`config.mk`:
```
export PLATFORM = sky130hd
export DESIGN_NAME = bus_prio_arbiter
export DESIGN_NICKNAME = d
export VERILOG_FILES = /design/src/rtl/bus_arb_pkg.sv /design/src/rtl/prio_pick.sv /design/src/rtl/preempt_detect.sv /design/src/rtl/bus_prio_arbiter.sv
export SDC_FILE = /design/constraint.sdc
export NUM_CORES = 1
export LEC_CHECK = 0
export ABC_AREA = 0
export BUFFER_PORTS_ARGS = -buffer_cell sky130_fd_sc_hd__buf_2
export CELL_PAD_IN_SITES_DETAIL_PLACEMENT = 2
export CELL_PAD_IN_SITES_GLOBAL_PLACEMENT = 2
export CORE_AREA = 2 2 39 41
export CTS_BUF_LIST = sky130_fd_sc_hd__clkbuf_8
export CTS_CLUSTER_SIZE = 30
export DETAILED_ROUTE_END_ITERATION = 10
export DIE_AREA = 0 0 41 43
export PLACE_DENSITY_LB_ADDON = 0.15
export RECOVER_POWER = 25
export SETUP_SLACK_MARGIN = 0.5
export SLEW_MARGIN = 5
export SYNTH_ARGS = -nofsm -noshare
export SYNTH_HDL_FRONTEND = slang
export SYNTH_SLANG_ARGS = --single-unit
export TNS_END_PERCENT = 1
```
`constraint.sdc`:
```
create_clock -name clk -period 2.7 [get_ports clk]
set_input_delay 0.54 -clock clk [delete_from_list [all_inputs] [get_ports clk]]
set_output_delay 0.54 -clock clk [all_outputs]
set_load 0.1 [all_outputs]
```
`src/rtl/bus_arb_pkg.sv`:
```
package bus_arb_pkg;
    localparam int NUM_MASTERS = 4;

    typedef enum logic [1:0] {
        ACT_IDLE  = 2'd0,
        ACT_GRANT = 2'd1,
        ACT_HOLD  = 2'd2,
        ACT_DROP  = 2'd3
    } arb_action_e;
endpackage

```
`src/rtl/prio_pick.sv`:
```
module prio_pick #(
    parameter int N = 4
) (
    input  logic [N-1:0] req,
    output logic [N-1:0] pick,
    output logic         any
);
    logic [N:0] seen;
    assign seen[0] = 1'b0;

    for (genvar i = 0; i < N; i++) begin : g_chain
        assign seen[i+1] = seen[i] | req[i];
        assign pick[i]   = req[i] & ~seen[i];
    end

    assign any = seen[N];
endmodule

```
`src/rtl/preempt_detect.sv`:
```
module preempt_detect #(
    parameter int N = 4
) (
    input  logic [N-1:0] owner,
    input  logic [N-1:0] req,
    output logic         preempt,
    output logic         own_req
);
    logic [N:0]   above;
    logic [N-1:0] hit;
    assign above[0] = 1'b0;

    for (genvar i = 0; i < N; i++) begin : g_cmp
        assign above[i+1] = above[i] | req[i];
        assign hit[i]     = owner[i] & above[i];
    end

    assign preempt = |hit;
    assign own_req = |(owner & req);
endmodule

```
`src/rtl/bus_prio_arbiter.sv`:
```
module bus_prio_arbiter
    import bus_arb_pkg::*;
#(
    parameter int N = NUM_MASTERS
) (
    input  logic         clk,
    input  logic         rst_n,
    input  logic [N-1:0] req_n,
    input  logic         lock_n,
    output logic [N-1:0] gnt_n
);
    typedef struct packed {
        logic [N-1:0] owner;
    } arb_state_t;

    arb_state_t  st_d, st_q;
    arb_action_e act;

    logic [N-1:0] req;
    logic         locked;
    logic [N-1:0] pick;
    logic         any_req;
    logic         preempt;
    logic         own_req;

    assign req    = ~req_n;
    assign locked = ~lock_n;

    prio_pick #(.N(N)) u_pick (
        .req  (req),
        .pick (pick),
        .any  (any_req)
    );

    preempt_detect #(.N(N)) u_pre (
        .owner   (st_q.owner),
        .req     (req),
        .preempt (preempt),
        .own_req (own_req)
    );

    always_comb begin
        st_d = st_q;
        if (st_q.owner == '0) begin
            act = (!locked && any_req) ? ACT_GRANT : ACT_IDLE;
        end else if (preempt) begin
            act = ACT_DROP;
        end else if (!locked && !own_req) begin
            act = ACT_DROP;
        end else begin
            act = ACT_HOLD;
        end

        case (act)
            ACT_GRANT: st_d.owner = pick;
            ACT_DROP:  st_d.owner = '0;
            default:   st_d.owner = st_q.owner;
        endcase
    end

    always_ff @(posedge clk or negedge rst_n) begin
        if (!rst_n) st_q <= '0;
        else        st_q <= st_d;
    end

    assign gnt_n = ~st_q.owner;

    // ---------------- assertions (port level) ----------------
    function automatic logic [N-1:0] low_bit(input logic [N-1:0] v);
        return v & (~v + 1'b1);
    endfunction

    logic [N-1:0] gnt_a;
    logic [N-1:0] higher_req;
    assign gnt_a      = ~gnt_n;
    assign higher_req = (~req_n) & (gnt_a - 1'b1);

    assert_onehot_R2: assert property (@(posedge clk) disable iff (!rst_n)
        $onehot0(gnt_a));

    assert_grant_highest_R3: assert property (@(posedge clk) disable iff (!rst_n)
        (gnt_a == '0 && lock_n && req_n != '1)
        |=> (gnt_a == low_bit(~$past(req_n))));

    assert_no_grant_under_lock_R4: assert property (@(posedge clk) disable iff (!rst_n)
        (gnt_a == '0 && !lock_n) |=> (gnt_a == '0));

    assert_preempt_drop_R5: assert property (@(posedge clk) disable iff (!rst_n)
        (gnt_a != '0 && higher_req != '0) |=> (gnt_a == '0));

    assert_hold_locked_R6: assert property (@(posedge clk) disable iff (!rst_n)
        (gnt_a != '0 && higher_req == '0 && !lock_n) |=> $stable(gnt_n));

    assert_release_R7: assert property (@(posedge clk) disable iff (!rst_n)
        (gnt_a != '0 && higher_req == '0 && lock_n && ((~req_n) & gnt_a) == '0)
        |=> (gnt_a == '0));

    assert_keep_R8: assert property (@(posedge clk) disable iff (!rst_n)
        (gnt_a != '0 && higher_req == '0 && lock_n && ((~req_n) & gnt_a) != '0)
        |=> $stable(gnt_n));
endmodule

```
==> results.yml, run 1 <==
critical_path:
  end_kind: "output port"
  critPathArrivalTime_ps: 1170
  critPathBufInv: 2
  worstSetupStartpointType: "flop"
  crit_path_top_delay_cell: "buf_2"
  path_delay_family: "buffers and inverters"
  crit_required_ps: 2160
  crit_path_cell_trace: "inv_1 -> buf_2"
  critPathKind: "flop to output port"
  max_stage_delay_ps: 440
  crit_fanout: 3
timing:
  worst_pin_slew_ps: 578
  fin_skew_ps: 0.560
  grt_setup_unrepaired: "false"
  layout_min_cycle_time_ps: 1710
  hold_viol: 0
  finalSetupViolations: 0
  tns_ps: 0
  slew_headroom_pct: 61.2
  finalCritPeriodShare_pct: 63.4
  fmax_mhz: 584
  slew_viol_final: 0
clock_tree:
  post-cts-setup-buffers: 0
  clk_pin_slew_worst_paths_ps: 30
  cts_buffer_depth: 2
  cts_made_buffers: 3
  clk_latency_ps: 210
  holdBufCountCts: 0
  cts_resized: 0
  h-tree-depth: 1
  clock-root-buffer: "clkbuf_8"
  cts_tree: "built"
  tritoncts_num_sinks: 4
logic_synthesis:
  synth-xor-area-share_pct: 0
  ys.warnings.count: 0
  syn_nets: 33
  synth_compound_area_share_pct: 28.6
  syn_area_sq_um: 245
  yosys.cell_types.count: 19
  yosys.area_share.simple_pct: 24.5
  synth_commonest_cells: "dfrtp_1, inv_1, o21ai_0"
  synth_top_area_share_pct: 40.8
  synth.area.top_cells: "dfrtp_1, inv_1, a211oi_2"
  synth.avg_cell_area_sq_um: 9.43
  synth_top_family_by_area: "compound AO/OA/AOI/OAI gates"
  synth_edf_count: 0
  muxShareOfSynthArea_pct: 0
  ys_seq_area_share_pct: 40.8
  synth_cells: 26
  synthFlopType: "dfrtp_1"
  ys_ff_latch: 4
  yosysTopAreaCell: "dfrtp_1"
  synth-async-reset-ratio_pct: 100
  synth_fa_ha_area_share_pct: 0
global_routing:
  grt_max_degree: 7
  grt_first_pass_wirelength_microns: 1180
  track_usage_pct: 10.2
  antenna_found_initial: 0
  first_global_vias: 282
  grt_overflow: 0
die:
  floorplan.initialDensity_pct: 17.7
  io_pins: 11
  core_area_sq_um: 1380
  die_w_microns: 41
  num_rows: 14
  die-area_sq_um: 1760
  die-height_microns: 43
routing:
  wire_per_inst_microns: 12.9
  drc: 0
  vias: 253
  firstDrtPassIters: 1
  drtIter0Drc: 0
  ant_nets: 0
  viasPerCell: 4.60
  wirelength_microns: 711
cells_and_area:
  top_regs: "st_q (4)"
  largest_reg_flops: 4
  regMostFlops: "st_q"
  fin_nets: 48
  postLayoutCoreUtil_pct: 25.7
  layout-area-overhead-vs-synth_pct: 44.9
  drive_gt1_share_pct: 38.5
  antenna-diode-count: 0
place:
  gp_congestion: 0.733
  portBuffers: 10
  dpl.hpwl_microns: 616
hold_path:
  min_path_type: "input pin to async pin"
power_and_ir_drop:
  finalPower_mw: 0.530
  vdd_drop_max_uv: 413
  cellPowerDensity_nw_per_um2: 1490
  leakage_nw: 0.146
outcome:
  status: "completed"
job:
  maxCapViolations: 0
## worst reg2reg max path, stage by stage, from the launching register on
cell	delay, ps
dfrtp_1	390
inv_1	130
o221ai_1	130
a211oi_1	520
o32ai_1	160
## metrics by stage
stage / hold WS, ps / instances / area, sq um / worst slack (ps)
floorplan: 244 / 26 / 245 / 737
global placement: 346 / 52 / 315 / 1000
detailed placement: 346 / 52 / 315 / 1020
CTS: 118 / 55 / 357 / 976
global route: 152 / 55 / 355 / 940
finish: 143 / 55 / 355 / 989
## final timing paths
path,from,end,slack [ps],cells after the start
setup / recovery,st_q[1],gnt_n[1],990,2
hold / removal,rst_n,st_q[0],140,1
setup reg to reg,st_q[1],st_q[0],1220,4
hold reg to reg,st_q[3],st_q[3],590,2
max in group asynchronous,rst_n,st_q[1],2390,1
min in group clk,st_q[3],st_q[3],590,2
## where the power goes
group          switching, mW  internal (mW)  leakage [nW]
clock                 0.0272         0.0947        0.0216
sequential            0.0183         0.0827        0.0533
combinational          0.246         0.0616        0.0711
## cell usage in the layout (no fill, tap or decap), types with 2 or more instances in the layout
cell type	n
buf_2	9
inv_1	4
dfrtp_1	4
clkbuf_8	3
o21ai_0	2
## layer usage
metal	share of wire (%)	wire [microns]	GRT usage, %	vias to the layer above
li1	-	-	-	126
met1	40	284	11.3	122
met5	0	0	0	-
met2	55	390	15.9	5
met3	5.1	36	1.57	0
met4	0	0	8.00	0
## final cells by class
cell class | count | area, sq um
multi-input cells | 18 | 130
clock buffers | 3 | 41.3
repair buffers | 10 | 48.8
fillers | 160 | 1030
inverters | 4 | 15.0
flip-flops and latches | 4 | 100
well taps | 16 | 20.0
## logic make-up after synthesis
family	Yosys count
buf+inv	4
compound gates	9
flops	4
simple gates	9
No activity file was read; power rests on OpenSTA's default activity.
==> run 2, diff against run 1 <==
ABC_AREA = 1   (was 0)
CORE_AREA = default   (was 2 2 39 41)
CORE_UTILIZATION = 24   (was default)
DIE_AREA = default   (was 0 0 41 43)
clock period = 1.7 ns   (was 2.7 ns; I/O delays follow)
==> results.yml, run 2 <==
clock_tree:
  clk_pin_slew_worst_paths_ps: 30
  h-tree-depth: 1
  clk_latency_ps: 220
  cts_tree: "built"
  cts_made_buffers: 3
  clock-root-buffer: "clkbuf_8"
  cts_buffer_depth: 2
  tritoncts_num_sinks: 4
logic_synthesis:
  synth-async-reset-ratio_pct: 100
  syn_nets: 58
  synthFlopType: "dfrtp_1"
  synth_top_area_share_pct: 32.0
  synth.most_common_cell: "nand2_1"
  yosys.cell_types.count: 11
  synth_cells: 51
  synth.area.top_cells: "dfrtp_1, nand2_1, inv_1"
  ys_ff_latch: 4
  synth.avg_cell_area_sq_um: 6.13
  ys.warnings.count: 0
  ys_seq_area_share_pct: 32.0
  synth_edf_count: 0
  yosysTopAreaCell: "dfrtp_1"
  synth_commonest_cells: "nand2_1, inv_1, a21oi_1, dfrtp_1, nor2_1"
  syn_area_sq_um: 313
die:
  num_rows: 12
  floorplan.initialDensity_pct: 27.1
  die-height_microns: 38.1
  core_area_sq_um: 1160
  die_w_microns: 38.1
  io_pins: 11
  die-area_sq_um: 1450
critical_path:
  max_stage_delay_ps: 410
  critPathKind: "flop to output port"
  r2r_start: "st_q[3]"
  critPathArrivalTime_ps: 950
  r2r_slack_ps: 470
  crit_fanout: 3
  worstSetupStartpointType: "flop"
  crit_path_top_delay_cell: "dfrtp_1"
  crit_required_ps: 1360
  cp.depth: 2
  path_delay_family: "flip-flops"
  crit_path_cell_trace: "inv_2 -> buf_6"
  critPathBufInv: 2
  rr_endpoint: "st_q[1]"
  reg2reg_depth: 7
  crit_path_start: "st_q[1]"
  end_kind: "output port"
  crit_end: "gnt_n[1]"
global_routing:
  grt_first_pass_wirelength_microns: 1840
  grt_max_degree: 6
  first_global_vias: 382
  track_usage_pct: 19.1
  antenna_found_initial: 0
  grt_overflow: 0
cells_and_area:
  antenna-diode-count: 0
  regMostFlops: "st_q"
  top_regs: "st_q (4)"
  layout_commonest_cell: "nand2_1"
  fill_cells: 142
  largest_reg_flops: 4
  drive_gt1_share_pct: 41.2
  final_cell_mix: "nand2_1, inv_1, buf_2"
  postLayoutCoreUtil_pct: 44.4
  fin_nets: 77
  layout-area-overhead-vs-synth_pct: 64.0
job:
  maxCapViolations: 0
timing:
  layout_min_cycle_time_ps: 1290
  grt_setup_unrepaired: "true"
  tns_ps: 0
  fmax_mhz: 774
  finalSetupViolations: 0
  worst_pin_slew_ps: 278
  timing.final.ws_setup_ps: 408
  fin_skew_ps: 2.36
  slew_viol_final: 0
  finalCritPeriodShare_pct: 76.0
  hold_viol: 0
  slew_headroom_pct: 81.5
place:
  place_ws_ps: 423
  gp_congestion: 0.670
  portBuffers: 10
  dpl.hpwl_microns: 753
power_and_ir_drop:
  internal-power_mw: 0.559
  power_frac_comb_pct: 67.4
  vdd_drop_max_uv: 904
  pwr-share-clk_pct: 16.3
  switching_share_pct: 55.0
  cellPowerDensity_nw_per_um2: 2420
  power.switching_mw: 0.682
  leakage_nw: 0.279
  seqPwrFrac_pct: 16.2
routing:
  ant_nets: 0
  vias: 375
  firstDrtPassIters: 3
  viasPerCell: 4.57
  drtIter0Drc: 6
  drc: 0
  wirelength_microns: 1180
  wire_per_inst_microns: 14.4
hold_path:
  min_path_type: "input pin to flop"
outcome:
  status: "completed"
## run 2: cell types whose count changed in the layout (fill, tap and decap cells not counted), sizes merged, moves of 2 or more
cell / previous run / this run
nand2: 1 / 19
nor2: 0 / 8
a21oi: 0 / 4
inv: 4 / 8
buf: 9 / 12
clkinvlp: 0 / 3
a211oi: 2 / 0
nand3: 1 / 3
nand4: 0 / 2
nor3: 2 / 0
o21ai: 2 / 0
## run 2: worst min path at each step
stage,start,end,slack [ps],cells after the start
floorplan,rst_n,st_q[0],40,0
global placement,rst_n,st_q[3],150,1
detailed placement,rst_n,st_q[3],150,1
CTS,rst_n,st_q[3],460,2
global route,lock_n,st_q[3],520,5
finish,lock_n,st_q[3],510,5
## run 2: cell families (layout without fill, tap and decap cells)
kind of cell / count (synthesis) / in the layout / synth area share, %
DFF: 4 / 4 / 32.0
AOI/OAI and AO/OA: 4 / 4 / 6.40
and+or+nand+nor: 32 / 32 / 48.4
buffers and inverters: 11 / 28 / 13.2
## run 2: worst min-delay path, cell delays in order
cell	delay, ps
buf_2	110
nand4_1	90
nand2_1	60
nand2_1	50
a21oi_1	40
## run 2: stage by stage
step | total power [mW] | hold WS (ps) | instance area [sq um] | std cells
after global routing | 1.30 | 522 | 513 | 82
after CTS | 1.22 | 456 | 507 | 81
after floorplan | 0.745 | 44.4 | 324 | 51
after detailed placement | 0.866 | 151 | 392 | 75
final | 1.24 | 511 | 513 | 82
after global placement | 0.853 | 151 | 392 | 75
## run 2: power by group through the flow
stage	registers (mW)	logic, mW	clock network (mW)
finish	0.201	0.836	0.203
floorplan	0.187	0.558	0
CTS	0.200	0.817	0.204
detailed placement	0.198	0.668	0
global route	0.207	0.884	0.211
global placement	0.194	0.660	0
## run 2: metal layers
layer	GRT usage (%)	up-vias	routed length [microns]
met5	0	-	0
met3	1.74	0	24
li1	-	189	-
met2	29.7	7	556
met4	8.04	0	0
met1	26.7	179	597
## run 2: cell type report
| cell class | count | area, sq um | share of cell area, % |
|---|---|---|---|
| multi-input combinational | 36 | 171 | 33.4 |
| timing repair buffer | 14 | 128 | 24.9 |
| sequential | 4 | 103 | 20.0 |
| inverter | 11 | 52.6 | 10.2 |
| clock buffer | 3 | 41.3 | 8.05 |
| tap | 14 | 17.5 | 3.41 |
## run 2: repair_timing
| action | 4_1_cts | 5_1_grt |
|---|---|---|
| setup buffers | 2 | 1 |
| hold buffers | 1 | 0 |
| endpoints found under the hold margin | 4 | 0 |
| endpoints found under the setup margin | 7 | 8 |
| gates cloned | 0 | 0 |
| gates resized for setup | 15 | 0 |
